`config.mk`:
```
export PLATFORM = sky130hd
export DESIGN_NAME = tgc_dp
export DESIGN_NICKNAME = d
export VERILOG_FILES = /design/src/rtl/tgc_pkg.sv /design/src/rtl/tgc_dp.sv
export SDC_FILE = /design/constraint.sdc
export NUM_CORES = 1
export LEC_CHECK = 0
export BUFFER_PORTS_ARGS = -buffer_cell sky130_fd_sc_hd__buf_2
export CORE_UTILIZATION = 35
export CTS_CLUSTER_DIAMETER = 60
export DETAILED_ROUTE_END_ITERATION = 16
export PLACE_DENSITY = 0.54
export SLEW_MARGIN = 40
export SYNTH_ARGS = -nofsm -noshare
export SYNTH_HDL_FRONTEND = slang
export SYNTH_SLANG_ARGS = --single-unit
```
`constraint.sdc`:
```
create_clock -name clk -period 8.1 [get_ports clk]
set_clock_uncertainty 0.1 [all_clocks]
set_input_delay 1.215 -clock clk [delete_from_list [all_inputs] [get_ports clk]]
set_output_delay 1.215 -clock clk [all_outputs]
set_load 0.01 [all_outputs]
```
`src/rtl/tgc_pkg.sv`:
```
package tgc_pkg;
  localparam int PTR_W = 64;
  localparam int TAG_W = 4;

  // Strobes from the controller to the datapath
  typedef struct packed {
    logic load;        // capture a new request
    logic skipFinish;  // finish at once without reading tags
    logic run;         // comparison sequence active
    logic runFinish;   // comparison sequence ends this cycle
  } tgcStrobe_t;

  typedef enum logic [0:0] {
    ST_IDLE = 1'b0,
    ST_RUN  = 1'b1
  } tgcState_t;
endpackage

```
`src/rtl/tgc_dp.sv`:
```
module tgc_dp
  import tgc_pkg::*;
#(
  parameter int PA_W      = 48,
  parameter int MAX_BYTES = 256,
  parameter int SIZE_W    = 9,
  parameter int ELOG_W    = 3,
  parameter int GCNT_W    = 5
) (
  input  logic                 clk,
  input  logic                 rstN,
  input  tgcStrobe_t           strobe,
  input  logic [PTR_W-1:0]     ptr,
  input  logic [SIZE_W-1:0]    totalSize,
  input  logic [ELOG_W-1:0]    elemLog2,
  input  logic                 isWrite,
  input  logic                 chkEnLo,
  input  logic                 chkEnHi,
  input  logic                 matchAllEn,
  input  logic [7:0]           tagData,
  output logic                 skipNow,
  output logic                 cmpDone,
  output logic                 tagRd,
  output logic [PA_W-6:0]      tagAddr,
  output logic                 done,
  output logic                 pass,
  output logic [GCNT_W-1:0]    matchCount,
  output logic [PTR_W-1:0]     faultAddr,
  output logic                 resultWrite
);
  localparam int TA_W   = PA_W - 5;
  localparam int MAX_B  = MAX_BYTES / 32 + 2;
  localparam int BCNT_W = $clog2(MAX_B + 1);
  localparam int SUM_W  = SIZE_W + 1;
  localparam int OFF_W  = GCNT_W + 5;

  // request capture
  logic [PTR_W-1:0]  ptrQ;
  logic [ELOG_W-1:0] elemQ;
  logic              writeQ;
  logic [TAG_W-1:0]  tagQ;
  logic [TA_W-1:0]   baseByteQ;
  logic [BCNT_W-1:0] bytesQ, issueIdx;
  logic [GCNT_W-1:0] granQ, cmpLeft, matchedQ;
  logic              oddQ, firstByteQ, dataValid;

  // span of the incoming request
  logic [SUM_W-1:0]  sumGran, sumByte;
  logic [GCNT_W-1:0] granCnt;
  logic [BCNT_W-1:0] byteCnt;
  logic [TAG_W-1:0]  ptrTag;
  logic              halfEn, allTagHit;

  always_comb begin
    sumGran = SUM_W'(ptr[3:0]) + SUM_W'(totalSize) - SUM_W'(1);
    sumByte = SUM_W'(ptr[4:0]) + SUM_W'(totalSize) - SUM_W'(1);
    granCnt = GCNT_W'(sumGran >> 4) + GCNT_W'(1);
    byteCnt = BCNT_W'(sumByte >> 5) + BCNT_W'(1);
    ptrTag  = ptr[59:56];
    halfEn  = ptr[55] ? chkEnHi : chkEnLo;
    allTagHit = matchAllEn && (ptrTag == (ptr[55] ? 4'hF : 4'h0));
    skipNow = !halfEn || allTagHit;
  end

  // read issue: one byte per cycle, ascending
  assign tagRd   = strobe.run && (issueIdx != bytesQ);
  assign tagAddr = baseByteQ + TA_W'(issueIdx);

  // compare both nibbles of the returned byte
  logic       loAct, hiAct, loBad, hiBad, mismatch;
  logic [1:0] used, step;
  logic [GCNT_W-1:0] newMatched;

  always_comb begin
    loAct    = !(firstByteQ && oddQ);
    hiAct    = loAct ? (cmpLeft >= GCNT_W'(2)) : 1'b1;
    loBad    = loAct && (tagData[3:0] != tagQ);
    hiBad    = hiAct && (tagData[7:4] != tagQ);
    mismatch = loBad || hiBad;
    used     = {1'b0, loAct} + {1'b0, hiAct};
    if (loBad)      step = 2'd0;
    else            step = {1'b0, loAct} + {1'b0, hiAct && !hiBad};
    newMatched = matchedQ + GCNT_W'(step);
    cmpDone    = strobe.run && dataValid && (mismatch || (cmpLeft == GCNT_W'(used)));
  end

  // first failing element address
  logic [OFF_W-1:0] rawOff, elemMask, roundOff;
  always_comb begin
    if (newMatched == '0) rawOff = '0;
    else rawOff = OFF_W'({newMatched, 4'b0000}) - OFF_W'(ptrQ[3:0]);
    elemMask = (OFF_W'(1) << elemQ) - OFF_W'(1);
    roundOff = (rawOff + elemMask) & ~elemMask;
  end

  always_ff @(posedge clk) begin
    if (!rstN) begin
      ptrQ <= '0; elemQ <= '0; writeQ <= 1'b0; tagQ <= '0;
      baseByteQ <= '0; bytesQ <= '0; issueIdx <= '0;
      granQ <= '0; cmpLeft <= '0; matchedQ <= '0;
      oddQ <= 1'b0; firstByteQ <= 1'b0; dataValid <= 1'b0;
    end else if (strobe.load) begin
      ptrQ       <= ptr;
      elemQ      <= elemLog2;
      writeQ     <= isWrite;
      tagQ       <= ptrTag;
      baseByteQ  <= ptr[PA_W-1:5];
      bytesQ     <= byteCnt;
      issueIdx   <= '0;
      granQ      <= granCnt;
      cmpLeft    <= granCnt;
      matchedQ   <= '0;
      oddQ       <= ptr[4];
      firstByteQ <= 1'b1;
      dataValid  <= 1'b0;
    end else begin
      dataValid <= tagRd && !strobe.runFinish;
      if (tagRd) issueIdx <= issueIdx + BCNT_W'(1);
      if (strobe.run && dataValid) begin
        firstByteQ <= 1'b0;
        cmpLeft    <= cmpLeft - GCNT_W'(used);
        matchedQ   <= newMatched;
      end
    end
  end

  // result registers
  always_ff @(posedge clk) begin
    if (!rstN) begin
      done <= 1'b0; pass <= 1'b0; matchCount <= '0;
      faultAddr <= '0; resultWrite <= 1'b0;
    end else begin
      done <= strobe.skipFinish || strobe.runFinish;
      if (strobe.skipFinish) begin
        pass        <= 1'b1;
        matchCount  <= '0;
        faultAddr   <= '0;
        resultWrite <= isWrite;
      end else if (strobe.runFinish) begin
        pass        <= !mismatch;
        matchCount  <= newMatched;
        faultAddr   <= mismatch ? (ptrQ + PTR_W'(roundOff)) : '0;
        resultWrite <= writeQ;
      end
    end
  end

  AST_RD_ASCEND: assert property (@(posedge clk) disable iff (!rstN)
    (tagRd && $past(tagRd)) |-> (tagAddr == $past(tagAddr) + TA_W'(1)));
  AST_FAULT_AFTER_PTR: assert property (@(posedge clk) disable iff (!rstN)
    (done && !pass) |-> (faultAddr >= ptrQ));
  AST_FAIL_SHORT: assert property (@(posedge clk) disable iff (!rstN)
    (done && !pass) |-> (matchCount < granQ));
endmodule

```
== Word-level counts from Yosys, hierarchy flattened ==
Cells that the tools add are included.
Cells by class
  $add $sub $neg: 16
  order comparisons: 1
  equal/unequal tests: 5
  shift operators: 1
  mux-type cells: 14
  bitwise logic cells: 3
  reductions and logical operators: 23
Operators with widths (count)
  adder 64 x 10 -> 64 bit: 1
  2-to-1 mux 64 bit: 1
  adder 43 x 4 -> 43 bit: 1
  subtractor 9 x 1 -> 9 bit, second input constant: 2
  inequality test 4 bit: 3
  adder 10 bit: 1
  AND 10 bit: 1
  2-to-1 mux 10 bit: 1
  2-to-1 mux 5 bit: 2
  NOT 10 bit: 1
  left shift 1 x 3 -> 10 bit, first input constant: 1
  subtractor 10 x 2 -> 10 bit, second input constant: 1
  subtractor 9 x 4 -> 10 bit: 1
  adder 4 x 9 -> 9 bit: 1
  adder 5 x 9 -> 9 bit: 1
  logical AND 1 bit: 9
  adder 4 x 1 -> 4 bit, second input constant: 2
  2-to-1 mux 1 bit: 8
  adder 5 x 1 -> 5 bit, second input constant: 1
  adder 5 x 2 -> 5 bit: 1
  == test 5 x 2 -> 1 bit: 1
  >= comparator 5 x 2 -> 1 bit, second input constant: 1
  logical NOT 1 bit: 5
  logical NOT 5 bit: 1
  9 further kinds: 15
Storage, ports and cells
  bits in registers: 208
  output and inout bits: 118
  word-level logic and storage cells: 80

== Logic depth before layout (Yosys ltp) ==
Gate-level depths: netlist of the first run.
  depth after elaboration: 14
  depth in mapped cells: 31

== Worst setup path after synthesis of the first run ==
No wires, ideal clock.
  path kind: input to register
  start: input tagData[5]
  end: register faultAddr[16]
  setup time: 0.128 ns
  arrival: 6.286 ns
  data required time: 7.872 ns
  slack: 1.586 ns
  stages: 26
  buffers on the path: 2
  path through: xnor2_1 > nand4_1 > nor2_1 > ha_1 > nor2b_1 > ha_1 > fa_1 > xnor2_1 > nand2_1 > nor4bb_1 > clkbuf_2 > nor2_1 > ha_1 > a21o_1 > o41ai_2 > xor2_1 > nor2_1 > ha_1 > a21o_1 > a21oi_1 > nor4b_1 > a21o_1 > buf_2 > nand4b_1 > xor2_1 > o21ai_0
On the way
  word-level cells in the longest chain between the ends: 13
  elaborated cells between the ends (all ways): 15
  classes of those cells: add/sub (5); eq/ne (1); mux (3); bitwise (1); reduce/logical (5)
Ends and longest elaborated chain
  start: declaration: line tgc_dp.sv:20  | input logic [7:0] tagData,
  inequality test 4 bit *: line tgc_dp.sv:78  | hiBad = hiAct && (tagData[7:4] != tagQ);
  logical AND 1 bit *: line tgc_dp.sv:78
  logical NOT 1 bit: line tgc_dp.sv:82  | else step = {1'b0, loAct} + {1'b0, hiAct && !hiBad};
  logical AND 1 bit: line tgc_dp.sv:82
  adder 1 x 1 -> 2 bit: line tgc_dp.sv:82
  2-to-1 mux 2 bit: line tgc_dp.sv:81  | if (loBad) step = 2'd0;
  adder 5 x 2 -> 5 bit: line tgc_dp.sv:83  | newMatched = matchedQ + GCNT_W'(step);
  subtractor 9 x 4 -> 10 bit / logical NOT 5 bit (equally long branches): line tgc_dp.sv:91, tgc_dp.sv:90
  2-to-1 mux 10 bit: line tgc_dp.sv:90  | if (newMatched == '0) rawOff = '0;
  adder 10 bit: line tgc_dp.sv:93  | roundOff = (rawOff + elemMask) & ~elemMask;
  AND 10 bit: line tgc_dp.sv:93
  adder 64 x 10 -> 64 bit: line tgc_dp.sv:142  | faultAddr <= mismatch ? (ptrQ + PTR_W'(roundOff)) : '0;
  2-to-1 mux 64 bit *: line tgc_dp.sv:142
  end signal: assignment: line tgc_dp.sv:142
  end: declaration: line tgc_dp.sv:28  | output logic [PTR_W-1:0] faultAddr,
Mark *: on every way between the ends. The rest lies on a longest branch, timed or not.
A chain may end at the register's enable or synchronous reset.

== Worst setup path in the final report of the first run ==
  start: input tagData[4]
  end: register faultAddr[60]
Same word-level chain as after synthesis.

==> impl_results.md, run 1 <==
* CTS Buf Count at 17
* Row cnt at just over 60
* Fmax at about 150 MHz
* Routed len/inst at roughly 17 um
* Vias per inst at slightly below 5
* Total grt overflow at 0
* Synth warnings at 0
* Critical path data required time at 8.35 ns
* Pre-CTS WS at 0.776 ns
* DR pass1 iterations at 5
* Tightest Pin Transition at between 0.8 and 0.9 ns
* Final setup violating endpoints at 0
* Post-CTS sizing at 0
* Final nets at 1509
* Pleak at between 5 and 6 nW
* CP max stage delay at roughly 0.49 ns
* Delay-heaviest family, CP: simple AND/OR/NAND/NOR gates
* GP Congestion at between 0.8 and 0.9
* Crit Path Category: in -> reg
* Top cells by area, synth: dfxtp_1, mux2i_1, xnor2_1
* Sequential fraction of the synthesis area at 0.323
* Largest net degree at the start of global routing at 84
* Core area at approximately 28000 um2
* Max-slew violation count at 0
* EDFF count, synth at 0
* Worst r2r path cells at 27
* Placed cells at ~1.7k
* Maxcap violations at 0
* Worst vdd ir at roughly 0.13 mV
* Mapped Area at 9920 um2
* Post-CTS Hold Fix Bufs at 0
* Ports at between 200 and 250
* Synth Flop Type: dfxtp_1
* Die Span Y at about 170 um
* Final wirelength at just under 30000 um
* CTS tree: built
* Final Critical Period at roughly 6.9 ns
* FF-to-FF setup slack at 1.48 ns
* I/O Buffers at 211
* Die X at about 170 um
* Initial Util at 0.356
* First DRT Iteration DRCs at between 300 and 400
* Clock sinks at 160
* Design Power at 2.16 mW
* TNS Setup at 0 ns
* Clk_lat worst skew at approximately 0.44 ns
* Flops & latches, synth at 160
* Post-synth top area share at 0.323
* Vias at 8733
* Post-CTS Setup Inserts at 0
* Vias in the first global route at a little over 8k
* Total GRT Usage at 0.204
* Area grow syn2layout at 20.1%
* Crit Path Max Fanout at 6
* Crit path depth at 28
* Commonest non-fill, non-tap cell in the layout: buf_2
* CP arrival at approximately 7.1 ns
* Worst setup EP type: register
* Final Hold Viols at 0
* Status: finished clean
* CP most frequent cell: ha_1
* Synth unique cells at 64
* Pwr/cell area at 181 nW/um2
* CP bufs+invs at 2
* Number of antenna violations at the first check in global routing at 2
* Post-Synthesis Cells at between 1k and 1.5k
* Final Cycle Share at 0.848
* Post-Syn Area per Cell at between 8 and 9 um2
* Bufs on Longest Clock Path at 2
* Syn_nets at roughly 1.3k
* # H-tree levels at 4
* HPWL after DPL at 22200 um
* Hold Slack at approximately 0.35 ns
* Unrepaired setup endpoints after global routing: no
* Final Worst Setup Slack at around 1.2 ns
* Die footprint at 29000 um2
* Worst setup SP type: input port
* Root Buffer: clkbuf_16
* Post-synth ARST share at 0
* Tightest Hold Check Type: reg -> reg
* Final Non-Filler Cells at 1759
* Synth area leader: dfxtp_1
* Commonest non-fill, non-tap cells in the layout: buf_2, dfxtp_1, nand2_1
* Share of layout cells above drive strength 1 at 0.196
* Slowest library cell on the worst path: nor4bb_1
* First-pass GRT wire length at about 45000 um
* Worst-case headroom to the max-slew limit at 0.462
* DR DRC count at 0
* Hold Path Stages at 2
* Remaining antenna violation count after routing at 0
* Clk pin slew, worst setup/hold paths at roughly 0.08 ns
==> final timing paths <==
| path | from | to |
|---|---|---|
| setup / recovery | tagData[4] | faultAddr[60] |
| hold reg to reg | faultAddr[36] | faultAddr[36] |
| hold / removal | faultAddr[36] | faultAddr[36] |
| setup reg to reg | cmpLeft[2] | faultAddr[60] |
==> stage by stage <==
step,instance area (um2),util
after detailed placement,11200,0.403
after global routing,11900,0.428
final,11900,0.428
after floorplan,9920,-
after CTS,11900,0.427
after global placement,11200,0.403
==> worst min-delay path, stage by stage (launching register included) <==
cell and delay (ns):
dfxtp_1 0.31, nand2_1 0.05, o21ai_1 0.05
==> cell type report <==
type	instances	area (um2)
timing repair buffer	224	1180
tap	378	473
fill	2849	15900
antenna	2	5.00
sequential	160	3200
inverter	50	188
multi-input combinational	913	6210
clock inverter	14	220
clock buffer	18	439
==> Yosys cell counts, types with 8 or more instances <==
library cell	n
nand2b_1	18
nor2b_1	86
and3_1	14
a21oi_1	36
nand4_1	29
buf_2	17
o21ai_0	74
xnor2_1	82
nand3_1	37
ha_1	44
buf_1	11
nand2_1	119
inv_1	50
nor4_1	13
nor3_1	38
mux2i_1	74
and2_1	12
nor2_1	69
or3_1	10
xor2_1	67
o21ai_1	8
a21o_1	9
clkbuf_1	45
dfxtp_1	160
==> metal layers <==
metal  GRT usage  vias up  wire length [um]
met5           0        -                 0
met4      0.0811        0               802
met3      0.0393       40              1420
met2       0.324      232             13200
met1       0.270     4050             13900
li1            -     4411                 -
==> sequential cells by signal, summed over array words and instances (netlist names), 3 cells and up <==
name and count:
bytesQ 4, cmpLeft 5, elemQ 3, faultAddr 64
issueIdx 4, matchCount 5, matchedQ 5, ptrQ 64
==> report_power, final <==
group	internal (mW)	leakage, nW	switching [mW]
Sequential	0.823	1.31	0.0518
Clock	0.539	0.318	0.373
Combinational	0.173	3.55	0.200
Total	1.53	5.18	0.625
==> logic make-up after synthesis <==
family,after synthesis,synth area share
adder cells (fa/ha/maj),49,0.0656
other,1,0.000378
multiplexers,74,0.0746
flip-flops,160,0.323
AO/OA/AOI/OAI,167,0.101
buffers and inverters,130,0.0531
XOR/XNOR,149,0.132
AND/OR/NAND/NOR,473,0.251
Note: power is estimated with default switching activity, not from simulation.
==> inputs of run 2 (changes only) <==
==> constraint.sdc (replaced) <==
create_clock -name clk -period 7.1 [get_ports clk]
set_clock_uncertainty 0.1 [all_clocks]
set_input_delay 1.065 -clock clk [delete_from_list [all_inputs] [get_ports clk]]
set_output_delay 1.065 -clock clk [all_outputs]
set_load 0.01 [all_outputs]
==> impl_results.md, run 2 (synthesized netlist as in run 1, its figures left out) <==
* FF-to-FF setup slack at 0.71 ns (was 1.48 ns)
* Crit Path Category: in -> reg (unchanged)
* Largest net degree at the start of global routing at 58 (was 84)
* Worst R2R End: faultAddr[62] (was faultAddr[60])
* Clock sinks at 160 (unchanged)
* Share of layout cells above drive strength 1 at 0.200 (was 0.196)
* First DRT Iteration DRCs at 535 (was 398)
* Final wirelength at 29500 um (was 29400 um)
* Worst setup EP type: register (unchanged)
* Row cnt at 61 (unchanged)
* Die Span Y at 170 um (unchanged)
* CTS tree: built (unchanged)
* Tightest Pin Transition at 0.752 ns (was 0.806 ns)
* CP max stage delay at 0.44 ns (was 0.49 ns)
* Biggest regs: faultAddr x64, ptrQ x64 (unchanged)
* Critical path endpoint: faultAddr[62] (was faultAddr[60])
* CTS Buf Count at 17 (unchanged)
* HPWL after DPL at 22300 um (was 22200 um)
* TNS Setup at 0 ns (unchanged)
* First-pass GRT wire length at 45800 um (was 45300 um)
* I/O Buffers at 211 (unchanged)
* Grt met3 use at 0.0386 (was 0.0393)
* Critical Path Source: tagData[4] (unchanged)
* Die footprint at 29000 um2 (unchanged)
* Post-CTS Setup Inserts at 0 (unchanged)
* Clk_lat worst skew at 0.44 ns (about the same)
* Worst setup SP type: input port (unchanged)
* Slowest library cell on the worst path: fa_1 (was nor4bb_1)
* Post-CTS sizing at 0 (unchanged)
* Worst r2r path cells at 28 (was 27)
* DR DRC count at 0 (unchanged)
* M1 GR Usage at 0.271 (was 0.270)
* Core area at 27900 um2 (unchanged)
* Vias in the first global route at 8285 (was 8046)
* Pre-CTS WS at 0.206 ns (was 0.776 ns)
* Total GRT Usage at 0.205 (was 0.204)
* Final Hold Viols at 0 (unchanged)
* Final Cycle Share at 0.902
* Final setup violating endpoints at 0 (unchanged)
* Pwr/cell area at 199 nW/um2 (was 181 nW/um2)
* Ports at 212 (unchanged)
* Worst vdd ir at 0.146 mV (was 0.134 mV)
* Unrepaired setup endpoints after global routing: no (unchanged)
* Critical path data required time at 7.34 ns (was 8.35 ns)
* # H-tree levels at 4 (unchanged)
* Worst-case headroom to the max-slew limit at 0.496 (was 0.462)
* Routed len/inst at 16.7 um (about the same)
* Vias per inst at 4.95 (was 4.96)
* GR peak layer: met2 (unchanged)
* DR pass1 iterations at 5 (unchanged)
* Number of antenna violations at the first check in global routing at 3 (was 2)
* CP arrival at 6.64 ns (was 7.12 ns)
* Pleak at 5.17 nW (was 5.18 nW)
* Initial Util at 0.356 (unchanged)
* GP Congestion at 0.876 (was 0.871)
* Final Util at 0.426 (was 0.428)
* Max-slew violation count at 0 (unchanged)
* Fmax at 156 MHz
* Commonest non-fill, non-tap cells in the layout: buf_2, dfxtp_1, nand2_1 (unchanged)
* Bufs on Longest Clock Path at 2 (unchanged)
* Final nets at 1515 (was 1509)
* Commonest non-fill, non-tap cell in the layout: buf_2 (unchanged)
* Area grow syn2layout at 19.7% (was 20.1%)
* Final Worst Setup Slack at 0.696 ns (was 1.23 ns)
* Post-CTS Hold Fix Bufs at 0 (unchanged)
* Vias at 8744 (was 8733)
* Met2 Use GR at 0.339 (was 0.324)
* Tightest Hold Check Type: reg -> reg (unchanged)
* Final Critical Period at between 6 and 7 ns
* Remaining antenna violation count after routing at 0 (unchanged)
* Final Non-Filler Cells at 1765 (was 1759)
* Die X at 170 um (unchanged)
* Root Buffer: clkbuf_16 (unchanged)
* Maxcap violations at 0 (unchanged)
* Worst reg2reg startpoint: cmpLeft[2] (unchanged)
* Clk pin slew, worst setup/hold paths at 0.08 ns (about the same)
* Status: finished clean (unchanged)
* Hold path startpoint: faultAddr[38] (was faultAddr[36])
* Placed cells at 1731 (was 1724)
* Crit Path Max Fanout at 8 (was 6)
* Total grt overflow at 0 (unchanged)
run 2: area by class of cell:
| cell class | instances | area, um2 |
|---|---|---|
| fill | 2854 | 16000 |
| multi-input combinational | 913 | 6210 |
| sequential | 160 | 3200 |
| timing repair buffer | 230 | 1200 |
| tap | 378 | 473 |
| clock buffer | 17 | 425 |
| inverter | 50 | 188 |
| clock inverter | 15 | 168 |
| antenna | 2 | 5.00 |
run 2: per-layer routing:
| layer | wire (um) | up-vias |
|---|---|---|
| met5 | 10 | - |
| met1 | 13800 | 4025 |
| met3 | 1450 | 33 |
| li1 | - | 4449 |
| met2 | 13800 | 235 |
| met4 | 501 | 2 |
run 2: critical path: cells and delay by family:
kind                       cells  cell delay (ns)
AOI/OAI and AO/OA              6             1.49
xor gates and xnor gates       4             0.64
and+or+nand+nor               11             1.35
buffers and inverters          3             0.54
adders and majority gates      5             1.57
run 2: how the worst min path moves through the flow:
stage                     depth (start not counted)             to  slack, ns
after floorplan                                   2    matchedQ[0]       0.34
final                                             2  faultAddr[38]       0.35
after detailed placement                          2  faultAddr[31]       0.34
after global routing                              2  faultAddr[38]       0.36
after CTS                                         2  faultAddr[38]       0.35
after global placement                            2  faultAddr[24]       0.33
run 2: power by group:
| group | total (mW) | leakage, nW | switching [mW] | internal, mW |
|---|---|---|---|---|
| combinational | 0.429 | 3.57 | 0.232 | 0.197 |
| sequential | 0.997 | 1.31 | 0.0579 | 0.939 |
| clock | 0.936 | 0.288 | 0.460 | 0.475 |
run 2: per-stage QoR:
step	power, mW	hold WS, ns	cell area, um2
global placement	1.44	0.332	11300
global route	2.48	0.360	11900
CTS	2.39	0.352	11900
finish	2.36	0.347	11900
floorplan	1.31	0.341	9920
detailed placement	1.45	0.337	11300
==> inputs of run 3 (changes only) <==
--- a/config.mk
+++ b/config.mk
@@ -6,10 +6,11 @@
 export NUM_CORES = 1
 export LEC_CHECK = 0
 export BUFFER_PORTS_ARGS = -buffer_cell sky130_fd_sc_hd__buf_2
-export CORE_UTILIZATION = 35
+export CORE_UTILIZATION = 50
 export CTS_CLUSTER_DIAMETER = 60
 export DETAILED_ROUTE_END_ITERATION = 16
-export PLACE_DENSITY = 0.54
+export MAX_ROUTING_LAYER = met4
+export PLACE_DENSITY = 0.76
 export SLEW_MARGIN = 40
 export SYNTH_ARGS = -nofsm -noshare
 export SYNTH_HDL_FRONTEND = slang
==> constraint.sdc (replaced) <==
create_clock -name clk -period 5.3 [get_ports clk]
set_clock_uncertainty 0.1 [all_clocks]
set_input_delay 0.795 -clock clk [delete_from_list [all_inputs] [get_ports clk]]
set_output_delay 0.795 -clock clk [all_outputs]
set_load 0.01 [all_outputs]
==> impl_results.md, run 3 (synthesized netlist as in run 1, its figures left out) <==
* Status: finished, violations left (was finished clean)
* Failing checks: negative setup slack
* DR pass1 iterations at 5 (unchanged)
* CP max stage delay at 0.42 ns (was 0.44 ns)
* Final Cycle Share at 1.11
* Worst reg2reg startpoint: cmpLeft[3] (was cmpLeft[2])
* Vias per inst at 5.43 (was 4.95)
* Critical path data required time at 5.49 ns (was 7.34 ns)
* I/O Buffers at 211 (unchanged)
* Hold Slack at 0.345 ns (was 0.347 ns)
* Die Span Y at 143 um (was 170 um)
* Worst setup SP type: register (was input port)
* Biggest regs: faultAddr x64, ptrQ x64 (unchanged)
* Met2 Use GR at 0.463 (was 0.339)
* Largest net degree at the start of global routing at 83 (was 58)
* M1 GR Usage at 0.344 (was 0.271)
* Total GRT Usage at 0.289 (was 0.205)
* CTS Buf Count at 17 (unchanged)
* Maxcap violations at 0 (unchanged)
* Worst setup EP type: register (unchanged)
* Die footprint at 20400 um2 (was 29000 um2)
* FF-to-FF setup slack at -0.56 ns (was 0.71 ns)
* ANT cells at 0 (was 2)
* Endpoint of the worst hold path: faultAddr[10] (was faultAddr[38])
* Root Buffer: clkbuf_16 (unchanged)
* Worst r2r path cells at 31 (was 28)
* Row cnt at 51 (was 61)
* Ports at 212 (unchanged)
* Commonest non-fill, non-tap cells in the layout: buf_2, dfxtp_1, nand2_1 (unchanged)
* Tightest Hold Check Type: reg -> reg (unchanged)
* Share of layout cells above drive strength 1 at 0.294 (was 0.200)
* Worst-case headroom to the max-slew limit at 0.417 (was 0.496)
* Routed len/inst at 16.6 um (was 16.7 um)
* # H-tree levels at 4 (unchanged)
* DR DRC count at 0 (unchanged)
* GP Congestion at 0.990 (was 0.876)
* Final Critical Period at roughly 5.9 ns
* Final Hold Viols at 0 (unchanged)
* Remaining antenna violation count after routing at 0 (unchanged)
* Multi-input combinational cell area at 6820 um2 (was 6210 um2)
* Crit Path Max Fanout at 12 (was 8)
* CTS tree: built (unchanged)
* Pleak at 5.89 nW (was 5.17 nW)
* Max-slew violation count at 0 (unchanged)
* Pre-CTS WS at -0.883 ns (was 0.206 ns)
* Clk_lat worst skew at 0.44 ns (about the same)
* Vias at 9317 (was 8744)
* Final wirelength at 28500 um (was 29500 um)
* Core area at 19500 um2 (was 27900 um2)
* GR peak layer: met2 (unchanged)
* Number of antenna violations at the first check in global routing at 0 (was 3)
* Design Power at 3.38 mW (was 2.36 mW)
* Critical Path Source: cmpLeft[3] (was tagData[4])
* Grt met3 use at 0.0637 (was 0.0386)
* First-pass GRT wire length at 44200 um (was 45800 um)
* Worst vdd ir at 0.203 mV (was 0.146 mV)
* Clock sinks at 160 (unchanged)
* Area grow syn2layout at 30.9% (was 19.7%)
* Die X at 143 um (was 170 um)
* Crit Path Category: reg -> reg (was in -> reg)
* Total grt overflow at 0 (unchanged)
* Layout fillers at 1579 (was 2854)
* Slowest library cell on the worst path: fa_2 (was fa_1)
* Unrepaired setup endpoints after global routing: yes (was no)
* HPWL after DPL at 20600 um (was 22300 um)
* Commonest non-fill, non-tap cell in the layout: buf_2 (unchanged)
* Tightest Pin Transition at 0.875 ns (was 0.752 ns)
* Fmax at about 170 MHz
* Clk pin slew, worst setup/hold paths at 0.07 ns (was 0.08 ns)
* Worst R2R End: faultAddr[40] (was faultAddr[62])
* Initial Util at 0.510 (was 0.356)
* Register area at 3210 um2 (was 3200 um2)
* Final setup violating endpoints at 57 (was 0)
* Vias in the first global route at 8701 (was 8285)
* CP arrival at 6.05 ns (was 6.64 ns)
* Pwr/cell area at 260 nW/um2 (was 199 nW/um2)
* Final nets at 1582 (was 1515)
* Bufs on Longest Clock Path at 2 (unchanged)
* Hold path startpoint: faultAddr[10] (was faultAddr[38])
* Hold Path Stages at 2 (unchanged)
* First DRT Iteration DRCs at 599 (was 535)
* Final Worst Setup Slack at -0.560 ns (was 0.696 ns)
==> run 3: worst max-delay path: cells and delay by family (launching register included) <==
kind	cells	cell delay (ns)
fa+ha+maj	5	1.58
simple gates	11	1.64
flops	1	0.32
xor+xnor	3	0.37
buf+inv	4	0.56
compound gates	8	1.11
==> run 3: per-stage QoR <==
stage / setup TNS [ns] / std cells / area (um2) / utilization
CTS: -20.43 / 1711 / 12800 / 0.660
finish: -25.39 / 1716 / 13000 / 0.667
global route: -41.21 / 1716 / 13000 / 0.667
global placement: -39.11 / 1661 / 11800 / 0.604
floorplan: -13.46 / 1203 / 10200 / -
detailed placement: -43.44 / 1661 / 11800 / 0.604
==> run 3: routing by layer <==
metal,wire length [um],up-vias
li1,-,4563
met1,12200,4378
met2,13500,318
met3,1880,58
met4,939,0
met5,0,-
==> run 3: repair_timing <==
| item | in CTS | in global routing |
|---|---|---|
| resized for setup | 64 | 24 |
| endpoints found under the setup margin | 59 | 60 |
| setup buffers | 20 | 6 |
| hold buffers | 0 | 0 |
| gates cloned | 1 | 0 |
| pin swaps | 45 | 34 |
==> run 3: where the power goes <==
part	internal, mW	switching [mW]
Clock	0.817	0.524
Combinational	0.352	0.352
Sequential	1.26	0.0750
Total	2.43	0.951
==> run 3: worst max-delay path by stage <==
| stage | to |
|---|---|
| detailed placement | faultAddr[60] |
| global placement | faultAddr[60] |
| floorplan | faultAddr[60] |
| CTS | faultAddr[60] |
| global route | faultAddr[57] |
| finish | faultAddr[40] |
==> run 3: final cells by class <==
type,count,share of cell area
clock inverters,11,0.0137
multi-input cells,913,0.525
clock buffers,20,0.0352
flip-flops and latches,160,0.247
repair buffers,297,0.140
inverters,50,0.0144
well taps,265,0.0255
